## src/rtl/pwm_pin_delay.sv

```systemverilog
module pwm_pin_delay #(
  parameter int NCH  = 7,
  parameter int MAXD = 3
) (
  input  logic                      clk,
  input  logic                      rst_n,
  input  logic                      bus_wr,
  input  logic [1:0]                bus_be,
  input  logic [15:0]               bus_wdata,
  output logic [15:0]               bus_rdata,
  input  logic [NCH-1:0]            tmr_in,
  input  logic [NCH-1:0]            pin_fn_tmr,
  input  logic [NCH-1:0]            alt_in,
  output logic [NCH-1:0]            pin_out,
  output logic [NCH-1:0]            int_out
);
  localparam int FW = $clog2(MAXD + 1);
  localparam int RW = FW * (NCH + 1);
  localparam logic [RW-1:0] WMASK = {{(RW-FW){1'b1}}, {FW{1'b0}}};

  logic [RW-1:0] ctl_q;
  logic [NCH-1:0] dly;
  logic full_wr;

  assign full_wr = bus_wr && (&bus_be);

  always_ff @(posedge clk) begin
    if (!rst_n)       ctl_q <= '0;
    else if (full_wr) ctl_q <= bus_wdata & WMASK;
  end

  assign bus_rdata = ctl_q;

  for (genvar k = 0; k < NCH; k++) begin : g_ch
    logic [MAXD-1:0] stg;
    logic [MAXD:0]   tap;
    logic [FW-1:0]   code;

    assign tap  = {stg, tmr_in[k]};
    assign code = ctl_q[FW*(k+1) +: FW];

    always_ff @(posedge clk) begin
      if (!rst_n) stg <= '0;
      else        stg <= tap[MAXD-1:0];
    end

    assign dly[k]     = tap[code];
    assign pin_out[k] = pin_fn_tmr[k] ? dly[k] : alt_in[k];
  end

  assign int_out = tmr_in;
endmodule


```

## config.mk

```make
export PLATFORM = sky130hd
export DESIGN_NAME = pwm_pin_delay
export DESIGN_NICKNAME = d
export VERILOG_FILES = /design/src/rtl/pwm_pin_delay.sv
export SDC_FILE = /design/constraint.sdc
export NUM_CORES = 1
export LEC_CHECK = 0
export BUFFER_PORTS_ARGS = -buffer_cell sky130_fd_sc_hd__buf_2
export CAP_MARGIN = 20
export CORE_MARGIN = 3
export CORE_UTILIZATION = 43
export CTS_BUF_LIST = sky130_fd_sc_hd__clkbuf_2 sky130_fd_sc_hd__clkbuf_4 sky130_fd_sc_hd__clkbuf_8
export DETAILED_ROUTE_END_ITERATION = 6
export PLACE_DENSITY = 0.75
export SYNTH_ARGS = -nofsm -noshare
export SYNTH_HDL_FRONTEND = slang
export SYNTH_SLANG_ARGS = --single-unit
```

## constraint.sdc

```tcl
create_clock -name clk -period 0.85 [get_ports clk]
set_input_delay 0.085 -clock clk [delete_from_list [all_inputs] [get_ports clk]]
set_output_delay 0.085 -clock clk [all_outputs]
set_load 0.01 [all_outputs]
```

==> results.json <==
{
  "synthDominantAreaCellType": "dfxtp_1",
  "synth-async-reset-ratio": 0,
  "finalWorstSetupSlack_ns": -0.568,
  "worst_setup_path_end_kind": "primary output",
  "yosys-top-cells-count": "dfxtp_1 (35), nand2_1 (32), and2_1 (21)",
  "ir_drop_uv": 1110,
  "cellPowerDensity_nw_per_um2": 1300,
  "num_rows": 20,
  "grt.overflow.total": 0,
  "violations": "negative setup slack",
  "syn2layout_area_growth_pct": 74.3,
  "static-leakage-power_nw": 1.12,
  "preCtsSetupSlack_ns": -0.226,
  "netlist.area_leader.share": 0.462,
  "drt_iter0_drc": 22,
  "startpoint_type": "flip-flop",
  "totalWireLength_microns": 4170,
  "tightestPinTransition_ns": 0.565,
  "status": "complete, but fails checks",
  "finish.net_count": 299,
  "post_layout_nonfiller_instances": 302,
  "timing.max_slew.rel_slack": 0.624,
  "numPlacedInstances": 267,
  "firstDrtPassIters": 4,
  "antenna_left": 0,
  "grt_start_max_net_pins": 26,
  "timing.clock.skew_ns": 0.00309,
  "routed_via_density": 4.76,
  "synth_cell_area_sq_um": 1520,
  "die_height_microns": 65.4,
  "path_max_fanout": 4,
  "ys_seq_elements": 35,
  "floorplan.die_area_sq_um": 4270,
  "worst_skew_pair.late_latency_ns": 0.34,
  "synth_sequential_area_ratio": 0.462,
  "worstPathArrival_ns": 1.33,
  "ctsLongestPathBuffers": 2,
  "grt_antenna_before_repair": 0,
  "min_path_type": "input port to flip-flop",
  "post_synth.cell_area_avg_sq_um": 9.59,
  "clock-root-buffer": "clkbuf_4",
  "drt-wirelength-per-cell_microns": 13.8,
  "design.portCount": 72,
  "timing.critical_path.required_ns": 0.76,
  "timing.final.crit_share": 1.67,
  "clkSinkCount": 35,
  "grt_pass1_wl_microns": 6870,
  "tritoncts": "yes",
  "synth_edf_count": 0,
  "drv_slew": 0,
  "numCtsBuffers": 5,
  "finish_stage_setup_viols": 21,
  "yosys_warnings": 0,
  "insertedDiodeCount": 0,
  "fmaxAchievable_mhz": 705,
  "first_global_vias": 1565,
  "die_width_microns": 65.4,
  "maxCapViolCount": 0,
  "dp_hpwl_microns": 2770,
  "final_period_minus_worst_setup_slack_ns": 1.42,
  "cts.clk_slew.worst_paths_ns": 0.10,
  "clock_tree.htree_level_count": 2,
  "core_sq_um": 3200,
  "postSynthCellCount": 158,
  "yosys.cell_types.count": 18,
  "layout-drive-gt1-share": 0.550,
  "buffer_ports.inserted": 67,
  "synth_ff_type": "dfxtp_1",
  "tns_ns": -6.10,
  "ys_top_cells_by_area": "dfxtp_1 (46%), and2_1 (8.7%), nand2_1 (7.9%)",
  "detail_route.drc_violations": 0,
  "critPathKind": "flip-flop to primary output",
  "util_after_layout": 0.825,
  "starting_density_of_the_core": 0.473,
  "gp_congestion": 0.695,
  "global_route.usage.total": 0.210,
  "synthMostInstantiatedCell": "dfxtp_1",
  "rsz0062_at_grt": "true",
  "detailroute.via_count": 1438,
  "report.final.hold_viol_count": 0
}
==> layer usage <==
layer,vias to the layer above,global-route usage,share of wire
li1,716,-,-
met5,-,0,0
met3,8,0.0581,0.049
met2,44,0.405,0.55
met1,670,0.213,0.39
met4,0,0.0725,0.013
==> power by group <==
part           total [mW]  leakage [nW]  switching, mW  internal [mW]
combinational       0.668         0.778          0.280          0.388
sequential           1.73         0.297         0.0560           1.67
clock                1.04        0.0420          0.526          0.518
==> worst paths after layout <==
kind | start | end | slack (ns) | cells past startpoint
hold reg to reg | g_ch[1].stg[0]$_SDFF_PN0_ | g_ch[1].stg[1]$_SDFF_PN0_ | 0.46 | 1
setup / recovery | bus_rdata[12]$_SDFFE_PN0P_ | pin_out[5] | -0.57 | 4
setup reg to reg | bus_rdata[8]$_SDFFE_PN0P_ | bus_rdata[8]$_SDFFE_PN0P_ | 0.04 | 4
hold / removal | rst_n | g_ch[2].stg[1]$_SDFF_PN0_ | 0.16 | 3
==> through the flow <==
step / hold slack [ns] / power (mW) / cell area, sq um
5_1_grt: 0.158 / 3.62 / 2640
3_5_place_dp: 0.321 / 2.30 / 2110
4_1_cts: 0.145 / 3.44 / 2560
6_report: 0.164 / 3.44 / 2640
2_1_floorplan: 0.202 / 2.09 / 1730
3_3_place_gp: 0.312 / 2.27 / 2110
==> repair_timing <==
action | 4_1_cts | 5_1_grt
pin swaps | 3 | 6
buffers inserted | 2 | 7
hold buffers | 21 | 0
resized for setup | 37 | 12
endpoints found under the setup margin | 21 | 22
endpoints found under the hold margin | 21 | 0
==> final cells by class <==
cell class | instances | area, sq um
Tap cell | 44 | 55.1
Inverter | 7 | 26.3
Fill cell | 206 | 562
Sequential cell | 35 | 753
Clock buffer | 8 | 72.6
Multi-Input combinational cell | 102 | 916
Timing Repair Buffer | 106 | 818
==> worst max-delay path, stage by stage, from the launching register on <==
cell	delay [ns]
dfxtp_4	0.38
mux2_4	0.32
nand3_4	0.07
o311ai_4	0.08
buf_2	0.15
==> cell usage in the layout, fill, tap and decap left out <==
cell,n
buf_2,53
nand2_1,31
buf_6,24
and2_1,21
dfxtp_1,21
dlygate4sd3_1,21
dfxtp_4,14
a21boi_2,10
inv_1,7
mux2i_1,7
mux2_4,7
nand3_4,7
o311ai_4,7
buf_4,7
clkbuf_4,6
nand2_2,4
a21boi_0,3
conb_1,2
clkbuf_8,2
and3_1,1
nand3_1,1
a21boi_1,1
buf_12,1
==> cell families (layout without fill, tap and decap cells) <==
logic type / Yosys count / count (layout) / synth area share
DFF: 35 / 35 / 0.462
muxes: 14 / 14 / 0.0983
other: 1 / 2 / 0.00247
and+or+nand+nor: 65 / 65 / 0.209
buffers and inverters: 22 / 121 / 0.0933
AOI/OAI and AO/OA: 21 / 21 / 0.135
==> registers in the layout, indices dropped and copies added, names as in the netlist <==
signal / cells
bus_rdata: 14
g_ch.stg: 21
Power figures use the tool's default switching activity.
